File: src/rtl/cfg5_pkg.sv
package cfg5_pkg;
  localparam int REG_W  = 5;
  localparam int MUX_W  = 4;
  localparam int BYTE_W = 8;

  // strobe from the bus control to the datapath
  typedef struct packed {
    logic             commit;
    logic [REG_W-1:0] data;
  } cfg_wr_t;

  typedef enum logic [2:0] {
    ST_IDLE, ST_ADDR, ST_AACK, ST_WDATA, ST_WACK, ST_RDATA, ST_RACK, ST_SKIP
  } bus_st_t;
endpackage

File: src/rtl/cfg5_sync.sv
module cfg5_sync #(
  parameter int W      = 2,
  parameter int STAGES = 2
) (
  input  logic         clk,
  input  logic         rst_n,
  input  logic [W-1:0] d,
  output logic [W-1:0] q
);
  for (genvar i = 0; i < W; i++) begin : g_line
    logic [STAGES-1:0] chain;
    always_ff @(posedge clk) begin
      if (!rst_n) chain <= '1;
      else        chain <= {chain[STAGES-2:0], d[i]};
    end
    assign q[i] = chain[STAGES-1];
  end
endmodule

File: src/rtl/cfg5_ctrl.sv
module cfg5_ctrl
  import cfg5_pkg::*;
#(
  parameter logic [6:0] DEV_ADDR = 7'b1001110
) (
  input  logic             clk,
  input  logic             rst_n,
  input  logic             sclS,
  input  logic             sdaS,
  input  logic             wrProtect,
  input  logic             busy,
  input  logic [REG_W-1:0] regVal,
  output logic             sdaOe,
  output cfg_wr_t          wrReq
);
  localparam int CNT_W = $clog2(BYTE_W + 1);
  localparam int PAD_W = BYTE_W - REG_W;
  localparam logic [CNT_W-1:0] LAST_BIT = CNT_W'(BYTE_W);

  bus_st_t          state;
  logic             sclP, sdaP;
  logic [CNT_W-1:0] bitCnt;
  logic [BYTE_W-1:0] shiftQ, txQ;
  logic             rwQ, validQ, nackQ;
  logic             capQ, wpQ;
  logic [REG_W-1:0] capData;

  logic sclRise, sclFall, startDet, stopDet, addrHit;
  logic [BYTE_W-1:0] txWord;

  assign sclRise  = sclS & ~sclP;
  assign sclFall  = ~sclS & sclP;
  assign startDet = sclS & sclP & sdaP & ~sdaS;
  assign stopDet  = sclS & sclP & ~sdaP & sdaS;
  assign addrHit  = (shiftQ[BYTE_W-1:1] == DEV_ADDR) && (shiftQ[BYTE_W-1:1] != 7'd0);
  assign txWord   = {{PAD_W{1'b0}}, regVal};

  always_ff @(posedge clk) begin
    if (!rst_n) begin
      state   <= ST_IDLE;
      sclP    <= 1'b1;
      sdaP    <= 1'b1;
      bitCnt  <= '0;
      shiftQ  <= '0;
      txQ     <= '0;
      rwQ     <= 1'b0;
      validQ  <= 1'b0;
      nackQ   <= 1'b0;
      capQ    <= 1'b0;
      wpQ     <= 1'b0;
      capData <= '0;
      sdaOe   <= 1'b0;
      wrReq   <= '0;
    end else begin
      sclP         <= sclS;
      sdaP         <= sdaS;
      wrReq.commit <= 1'b0;
      if (stopDet) begin
        state  <= ST_IDLE;
        sdaOe  <= 1'b0;
        bitCnt <= '0;
        capQ   <= 1'b0;
        if (capQ && !wpQ) begin
          wrReq.commit <= 1'b1;
          wrReq.data   <= capData;
        end
      end else if (startDet) begin
        state  <= ST_ADDR;
        sdaOe  <= 1'b0;
        bitCnt <= '0;
        capQ   <= 1'b0;
      end else begin
        case (state)
          ST_ADDR, ST_WDATA: begin
            if (sclRise) begin
              shiftQ <= {shiftQ[BYTE_W-2:0], sdaS};
              bitCnt <= bitCnt + CNT_W'(1);
            end else if (sclFall && bitCnt == LAST_BIT) begin
              bitCnt <= '0;
              if (state == ST_WDATA) begin
                state  <= ST_WACK;
                sdaOe  <= 1'b1;
                validQ <= (shiftQ[BYTE_W-1:REG_W] == '0);
              end else if (addrHit && !busy) begin
                state <= ST_AACK;
                sdaOe <= 1'b1;
                rwQ   <= shiftQ[0];
              end else begin
                state <= ST_SKIP;
              end
            end
          end
          ST_AACK: begin
            if (sclFall) begin
              if (rwQ) begin
                state <= ST_RDATA;
                txQ   <= txWord;
                sdaOe <= ~txWord[BYTE_W-1];
              end else begin
                state <= ST_WDATA;
                sdaOe <= 1'b0;
              end
            end
          end
          ST_WACK: begin
            if (sclFall) begin
              sdaOe <= 1'b0;
              if (validQ) begin
                capQ    <= 1'b1;
                capData <= shiftQ[REG_W-1:0];
                wpQ     <= wrProtect;
                state   <= ST_SKIP;
              end else begin
                state <= ST_WDATA;
              end
            end
          end
          ST_RDATA: begin
            if (sclRise) begin
              bitCnt <= bitCnt + CNT_W'(1);
            end else if (sclFall) begin
              if (bitCnt == LAST_BIT) begin
                state  <= ST_RACK;
                sdaOe  <= 1'b0;
                bitCnt <= '0;
              end else begin
                sdaOe <= ~txQ[BYTE_W-2];
                txQ   <= {txQ[BYTE_W-2:0], 1'b0};
              end
            end
          end
          ST_RACK: begin
            if (sclRise) begin
              nackQ <= sdaS;
            end else if (sclFall) begin
              if (nackQ) begin
                state <= ST_SKIP;
              end else begin
                state <= ST_RDATA;
                txQ   <= txWord;
                sdaOe <= ~txWord[BYTE_W-1];
              end
            end
          end
          default: ;
        endcase
      end
    end
  end

  // the line is only pulled while acknowledging or sending read data
  assert_oe_in_drive_R2: assert property (@(posedge clk) disable iff (!rst_n)
    sdaOe |-> (state inside {ST_AACK, ST_WACK, ST_RDATA}));

  // an address that completes during the busy window is not acknowledged
  assert_busy_nack_R8: assert property (@(posedge clk) disable iff (!rst_n)
    (state == ST_ADDR && sclFall && bitCnt == LAST_BIT && busy && !startDet && !stopDet) |=> !sdaOe);

  // a commit strobe only follows a detected STOP
  assert_commit_at_stop_R6: assert property (@(posedge clk) disable iff (!rst_n)
    wrReq.commit |-> $past(stopDet));

  // once skipping, the slave keeps the line released
  assert_skip_silent_R5: assert property (@(posedge clk) disable iff (!rst_n)
    (state == ST_SKIP) |-> !sdaOe);
endmodule

File: src/rtl/cfg5_dp.sv
module cfg5_dp
  import cfg5_pkg::*;
#(
  parameter int BUSY_CYCLES = 500000
) (
  input  logic             clk,
  input  logic             rst_n,
  input  cfg_wr_t          wrReq,
  input  logic             selExt,
  input  logic             overrideIn,
  input  logic [MUX_W-1:0] extIn,
  output logic [REG_W-1:0] regVal,
  output logic             busy,
  output logic [MUX_W-1:0] muxOut,
  output logic             holdOut
);
  localparam int BUSY_W = $clog2(BUSY_CYCLES + 1);
  localparam logic [BUSY_W-1:0] BUSY_LD = BUSY_W'(BUSY_CYCLES);

  logic [REG_W-1:0]  regQ;
  logic [BUSY_W-1:0] busyCnt;
  logic              holdQ, liveHold;

  always_ff @(posedge clk) begin
    if (!rst_n) begin
      regQ    <= '0;
      busyCnt <= '0;
    end else if (wrReq.commit) begin
      regQ    <= wrReq.data;
      busyCnt <= BUSY_LD;
    end else if (busyCnt != '0) begin
      busyCnt <= busyCnt - BUSY_W'(1);
    end
  end

  assign regVal   = regQ;
  assign busy     = (busyCnt != '0);
  assign liveHold = regQ[REG_W-1] & ~overrideIn;

  // hold stage: tracks the live bit while select is low, frozen otherwise
  always_ff @(posedge clk) begin
    if (!rst_n)       holdQ <= 1'b0;
    else if (!selExt) holdQ <= liveHold;
  end
  assign holdOut = selExt ? holdQ : liveHold;

  for (genvar i = 0; i < MUX_W; i++) begin : g_mux
    assign muxOut[i] = selExt ? extIn[i] : (regQ[i] & ~overrideIn);
  end

  // the stored word changes only on a commit strobe
  assert_reg_on_commit_R6: assert property (@(posedge clk) disable iff (!rst_n)
    !$past(wrReq.commit) |-> $stable(regQ));

  // a commit always opens a busy window
  assert_busy_after_commit_R8: assert property (@(posedge clk) disable iff (!rst_n)
    $past(wrReq.commit) |-> busy);

  // the held bit does not move while select stays high
  assert_hold_stable_R11: assert property (@(posedge clk) disable iff (!rst_n)
    (selExt && $past(selExt)) |-> $stable(holdOut));
endmodule

File: src/rtl/i2c_cfg5_slave.sv
module i2c_cfg5_slave
  import cfg5_pkg::*;
#(
  parameter logic [6:0] DEV_ADDR    = 7'b1001110,
  parameter int         BUSY_CYCLES = 500000,
  parameter int         SYNC_STAGES = 2
) (
  input  logic             clk,
  input  logic             rst_n,
  input  logic             sclIn,
  input  logic             sdaIn,
  output logic             sdaOe,
  input  logic             wrProtect,
  input  logic             selExt,
  input  logic             overrideIn,
  input  logic [MUX_W-1:0] extIn,
  output logic [MUX_W-1:0] muxOut,
  output logic             holdOut
);
  logic [1:0]       lineS;
  logic             busy;
  logic [REG_W-1:0] regVal;
  cfg_wr_t          wrReq;

  cfg5_sync #(.W(2), .STAGES(SYNC_STAGES)) u_sync (
    .clk(clk), .rst_n(rst_n), .d({sclIn, sdaIn}), .q(lineS)
  );

  cfg5_ctrl #(.DEV_ADDR(DEV_ADDR)) u_ctrl (
    .clk(clk), .rst_n(rst_n), .sclS(lineS[1]), .sdaS(lineS[0]),
    .wrProtect(wrProtect), .busy(busy), .regVal(regVal),
    .sdaOe(sdaOe), .wrReq(wrReq)
  );

  cfg5_dp #(.BUSY_CYCLES(BUSY_CYCLES)) u_dp (
    .clk(clk), .rst_n(rst_n), .wrReq(wrReq), .selExt(selExt),
    .overrideIn(overrideIn), .extIn(extIn), .regVal(regVal), .busy(busy),
    .muxOut(muxOut), .holdOut(holdOut)
  );
endmodule

File: config.mk
export PLATFORM = sky130hd
export DESIGN_NAME = i2c_cfg5_slave
export DESIGN_NICKNAME = d
export VERILOG_FILES = /design/src/rtl/cfg5_pkg.sv /design/src/rtl/cfg5_sync.sv /design/src/rtl/cfg5_ctrl.sv /design/src/rtl/cfg5_dp.sv /design/src/rtl/i2c_cfg5_slave.sv
export SDC_FILE = /design/constraint.sdc
export NUM_CORES = 1
export LEC_CHECK = 0
export BUFFER_PORTS_ARGS = -buffer_cell sky130_fd_sc_hd__buf_2
export CAP_MARGIN = 20
export CORE_ASPECT_RATIO = 2
export CORE_UTILIZATION = 40
export DETAILED_ROUTE_END_ITERATION = 6
export GPL_TIMING_DRIVEN = 0
export MAX_ROUTING_LAYER = met4
export PLACE_DENSITY = 0.59
export SYNTH_ARGS = -nofsm -noshare
export SYNTH_HDL_FRONTEND = slang
export SYNTH_SLANG_ARGS = --single-unit
File: constraint.sdc
create_clock -name clk -period 5 [get_ports clk]
set_input_delay 0.5 -clock clk [delete_from_list [all_inputs] [get_ports clk]]
set_output_delay 0.5 -clock clk [all_outputs]
set_load 0.005 [all_outputs]
Yosys cells after proc, flatten, opt, wreduce, memory -nomap -nowiden
Cells that the tools add are included.
{"block": "totals", "ff_bits": 70, "input_bits": 11, "out_inout_bits": 6, "elab_cells": 164}
{"block": "classes", "addsub": 2, "eq_ne": 33, "mux": 53, "n_bitwise": 23, "reduce_logical": 31}
{"cell": "2-to-1 mux 7 bit", "count": 8}
{"cell": "2-to-1 mux 3 bit", "count": 13}
{"cell": "2-to-1 mux 19 bit", "count": 2}
{"cell": "inequality test 3 x 1 -> 1 bit, second input constant", "count": 10}
{"cell": "AND reduction 11 bit", "count": 2}
{"cell": "case mux 7 bit (3 select lines)", "count": 1}
{"cell": "2-to-1 mux 4 bit", "count": 5}
{"cell": "AND reduction 10 bit", "count": 2}
{"cell": "2-to-1 mux 1 bit", "count": 19}
{"cell": "nonzero test 19 bit", "count": 1}
{"cell": "subtractor 19 x 1 -> 19 bit, second input constant", "count": 1}
{"cell": "case mux 3 bit (5 select lines)", "count": 1}
{"cell": "inequality test 2 x 1 -> 1 bit, second input constant", "count": 7}
{"cell": "AND 1 bit", "count": 12}
{"cell": "AND reduction 4 bit", "count": 3}
{"cell": "inverter 1 bit", "count": 11}
{"cell": "inequality test 2 bit, second input constant", "count": 5}
{"cell": "equality test 3 bit, second input constant", "count": 3}
{"cell": "inequality test 3 bit, second input constant", "count": 3}
{"cell": "case mux 4 bit (2 select lines)", "count": 1}
{"cell": "equality test 7 bit, second input constant", "count": 1}
{"cell": "AND reduction 7 bit", "count": 1}
{"cell": "nonzero test 7 bit", "count": 1}
{"cell": "equality test 3 x 2 -> 1 bit, second input constant", "count": 2}
{"cell": "other kinds (19)", "count": 27}

Longest topological paths before layout
{"block": "depth", "word_depth": 9, "depth_mapped": 8, "depth_no_buf": 7}

By module
Synthesis repeated with hierarchy kept, for this count alone.
{"block": "unflattened", "cells_unflattened": 404, "hier_area_um2": 3518.4}
{"module": "cfg5_ctrl", "instances": 1, "cells_each": 239, "area_per_inst_um2": 2053.2, "seq_area_each_um2": 820.8}
{"module": "cfg5_dp", "instances": 1, "cells_each": 155, "area_per_inst_um2": 1345.0, "seq_area_each_um2": 500.5}
{"module": "cfg5_sync", "instances": 1, "cells_each": 10, "area_per_inst_um2": 120.1, "seq_area_each_um2": 80.1}

Least setup slack after synthesis
OpenSTA, ideal clock, no wires.
{"block": "synth_timing", "path_type": "register to register", "start": "register u_dp.busyCnt[0]", "end": "register u_ctrl.sdaOe", "setup_time_ns": 0.121, "arrival_ns": 1.938, "t_required_ns": 4.879, "path_slack_ns": 2.941, "path_stages_with_launch": 8, "n_path_buf": 0, "synth_period_minus_slack_ns": 2.059, "path_cell_list": "dfxtp_1 -> inv_1 -> ha_1 -> nor4b_2 -> nand4_1 -> or3_4 -> a31oi_1 -> mux2_2"}
{"block": "synth_via", "elab_chain_len": 5}
{"element": "from (decl)", "line_no": "cfg5_dp.sv:21", "text": "logic [BUSY_W-1:0] busyCnt;"}
{"element": "from (signal assigned)", "line_no": "cfg5_dp.sv:32", "text": "busyCnt <= busyCnt - BUSY_W'(1);"}
{"element": "nonzero test 19 bit", "line_no": "cfg5_dp.sv:37", "text": "assign busy = (busyCnt != '0);"}
{"element": "zero test 1 bit", "line_no": "cfg5_ctrl.sv:84", "text": "end else if (addrHit && !busy) begin"}
{"element": "logical AND 1 bit", "line_no": "cfg5_ctrl.sv:84"}
{"element": "inequality test 3 x 1 -> 1 bit (no source line)"}
{"element": "AND reduction 11 bit (no source line)"}
{"element": "to (signal assigned)", "line_no": "cfg5_ctrl.sv:98", "text": "sdaOe <= ~txWord[BYTE_W-1];"}
{"element": "to (signal assigned)", "line_no": "cfg5_ctrl.sv:127", "text": "sdaOe <= ~txQ[BYTE_W-2];"}
{"element": "to (signal assigned)", "line_no": "cfg5_ctrl.sv:141", "text": "sdaOe <= ~txWord[BYTE_W-1];"}
{"element": "to (decl)", "line_no": "cfg5_ctrl.sv:13", "text": "output logic sdaOe,"}
No other way between the ends.
A chain may end at the register's enable or synchronous reset.

Worst setup path after layout
Same ends and word-level chain as after synthesis.

==> summary.md <==
| Metric | Value |
|---|---|
| Outcome | `complete, no violations` |
| PnR worst setup slack | `2.60 ns` |
| Worst Path Required | `5.21 ns` |
| Slew Viols, Final | `0` |
| Syn_nets | `405` |
| Netlist Area Pre-Place | `3240 um^2` |
| Drt wl/cell | `approximately 15 um` |
| CP peak stage delay | `between 0.5 and 0.6 ns` |
| H-tree depth reported by CTS | `3` |
| Num ports | `17` |
| Reg2reg path depth | `7` |
| Post-cts resize count | `0` |
| Initial core utilization | `0.411` |
| Die ar. | `8490 um^2` |
| WHS | `0.372 ns` |
| First-pass GRT wire length | `13100 um` |
| Clock skew | `0.00920 ns` |
| Layout net count | `around 430` |
| Hold WC Path Type | `in -> reg` |
| Number of synthesized register bits | `70` |
| Later-pin clock latency in the skew report | `0.33 ns` |
| Core area | `approximately 7900 um^2` |
| Number of global-route vias before repair | `2825` |
| Die height | `129 um` |
| DP Area | `~3400 um^2` |
| Post-route ant nets | `0` |
| GPL Wtd Cong | `0.902` |
| Iteration-0 DRC Markers | `158` |
| Share of the synthesized area in the top cell type | `0.432` |
| Worst Hold Depth | `2` |
| Synth Area per Inst | `approximately 8.3 um^2` |
| Pre-CTS WS | `2.59 ns` |
| Post-CTS Hold Fix Bufs | `0` |
| N_diodes | `0` |
| Reg clk slew, reported paths | `0.05 ns` |
| Crit path max-delay family | `simple AND/OR/NAND/NOR gates` |
| Largest net degree at the start of global routing | `12` |
| Cell area after layout | `3760 um^2` |
| Yosys cell types | `48` |
| Final Critical Period | `2.40 ns` |
| Hold Path End | `u_sync.g_line[1].chain[0]` |
| Tot GR Track Use | `0.210` |
| Hold Path Origin | `sclIn` |
| Share of layout cells above drive strength 1 | `0.0976` |
| Setup TNS | `0 ns` |
| Critical Path Sink Type | `register` |
| Cells after Synth | `391` |
| CTS Buffer Depth | `2` |
| DP HPWL | `5740 um` |
| Via count | `2805` |
| WP data arrival | `2.61 ns` |
| Synth Warn # | `0` |
| Register area share after synthesis | `0.432` |
| Final Cycle Share | `0.479` |
| Root cell of the clock tree | `clkbuf_16` |
| CP Launch Type | `register` |
| Static Leak | `1.45 nW` |
| Placed cells | `502` |
| Finished Layout Cells | `roughly 520` |
| Final setup viols | `0` |
| VDD IR-drop max | `0.413 mV` |
| Worst r2r src | `u_dp.busyCnt[0]` |
| P&R area growth vs syn | `15.9%` |
| FFs w/ async S/R, synth | `0` |
| Slew headroom | `0.534` |
| Worst R2R Setup Slack | `2.60 ns` |
| Die W | `~66 um` |
| Slew @ Worst Pin | `0.698 ns` |
| Pwr Total | `1.83 mW` |
| Via/cell ratio | `5.44` |
| Post-synth top flop | `dfxtp_1` |
| CP max stage cell | `or3_4` |
| CTS tree | `yes` |
| CTS Buf Count | `9` |
| Pre-Repair DR Iteration Count | `4` |
| Initial antenna violation count | `0` |
| Largest cells by area after synthesis | `dfxtp_1 (43%), nor2_1 (6.8%), mux2i_1 (6.5%), nand2_1 (4.1%), a21oi_1 (3.7%)` |
| CP Max Fanout | `10` |
| Post-CTS setup buffers | `0` |
| RR Endpoint | `u_ctrl.sdaOe` |
| CP bufs+invs | `1` |
| Clock sink count | `70` |
| Std-Cell Rows | `46` |
| RSZ-0062 raised after global routing | `false` |
| Critical-path cell list | `inv_1 -> ha_1 -> nor4b_2 -> nand4_1 -> or3_4 -> a31oi_1 -> mux2_2` |
| EDFF count, synth | `0` |
| Final Hold Fails | `0` |
| Max Cap Viol | `0` |
| Post-layout util | `0.477` |
| Largest area contributor in the netlist | `dfxtp_1` |
| Fmax | `0.417 GHz` |
| DRC Markers | `0` |
| Routed WL | `7590 um` |
| Global route overflow | `0` |
| Kind of critical path | `reg -> reg` |
| Power Dens Cells | `486 nW/um^2` |
| Buffers added on ports | `15` |
## report_power, final
part / leakage, nW / internal, mW / switching (mW) / total, mW
registers: 0.568 / 0.616 / 0.0591 / 0.675
logic: 0.728 / 0.209 / 0.260 / 0.469
clock network: 0.158 / 0.459 / 0.222 / 0.681
## flip-flops by register name (all words and copies together) (netlist names), 3 cells and up
| name | cells |
|---|---|
| u_ctrl.bitCnt | 4 |
| u_ctrl.wrReq | 6 |
| u_ctrl.txQ | 7 |
| u_sync.g_line.chain | 4 |
| u_ctrl.state | 3 |
| u_ctrl.shiftQ | 8 |
| u_dp.regVal | 5 |
| u_ctrl.capData | 5 |
| u_dp.busyCnt | 19 |
## cells in the mapped netlist (4+ instances only)
cell	number
xnor2_1	6
nor2_1	59
nor2b_1	5
buf_2	4
a311oi_1	5
nand2_1	35
o21ai_0	18
nand4_1	5
nand3_1	10
xor2_1	6
nand2b_1	13
a21oi_1	24
a211oi_1	7
inv_1	14
or3_1	5
mux2i_1	21
nor4_1	7
nor3_1	17
o31ai_1	4
dfxtp_1	70
o211ai_1	5
clkbuf_1	14
## cell type report
cell class | instances | area, um^2
repair buffers | 15 | 75.1
well taps | 96 | 120
multi-input cells | 287 | 1700
fillers | 764 | 4130
flip-flops and latches | 70 | 1400
clock inverters | 3 | 68.8
clock buffers | 11 | 253
inverters | 14 | 52.6
plain buffers | 20 | 87.6
## worst max path at each step
stage                               start            to  slack [ns]  cells after the start
after floorplan           u_dp.busyCnt[0]  u_ctrl.sdaOe        2.94                      7
after global placement    u_dp.busyCnt[0]  u_ctrl.sdaOe        2.61                      7
after detailed placement  u_dp.busyCnt[0]  u_ctrl.sdaOe        2.59                      7
after CTS                 u_dp.busyCnt[0]  u_ctrl.sdaOe        2.56                      7
after global routing      u_dp.busyCnt[0]  u_ctrl.sdaOe        2.35                      7
final                     u_dp.busyCnt[0]  u_ctrl.sdaOe        2.60                      7
## logic make-up (layout without fill, tap and decap cells)
kind of cell,after synthesis,after routing,share of synthesized area
mux,22,22,0.0683
flops,70,70,0.432
buf+inv,34,63,0.0432
fa+ha+maj,3,3,0.0116
simple gates,176,176,0.271
compound gates,74,74,0.141
xor+xnor,12,12,0.0324
## placed cells by master, fill, tap and decap left out, drive strengths merged, types with 7 or more instances in the layout
master | synthesis | layout
nor2 | 60 | 60
a211oi | 7 | 7
dfxtp | 70 | 70
a21oi | 24 | 24
nand2b | 13 | 13
nand3 | 10 | 10
inv | 14 | 14
o21ai | 19 | 19
mux2i | 21 | 21
clkbuf | 14 | 25
nand2 | 35 | 35
nor3 | 17 | 17
buf | 6 | 21
nor4 | 7 | 7
## per-layer routing
layer  vias to the layer above  track usage  share of wire  wire length [um]
met5                         -            -              0                 0
met4                         0       0.0959          0.022               170
met3                        14       0.0352          0.016               123
met2                        24        0.387           0.57              4350
met1                      1348        0.206           0.39              2950
li1                       1419            -              -                 -
Power figures use the tool's default switching activity.
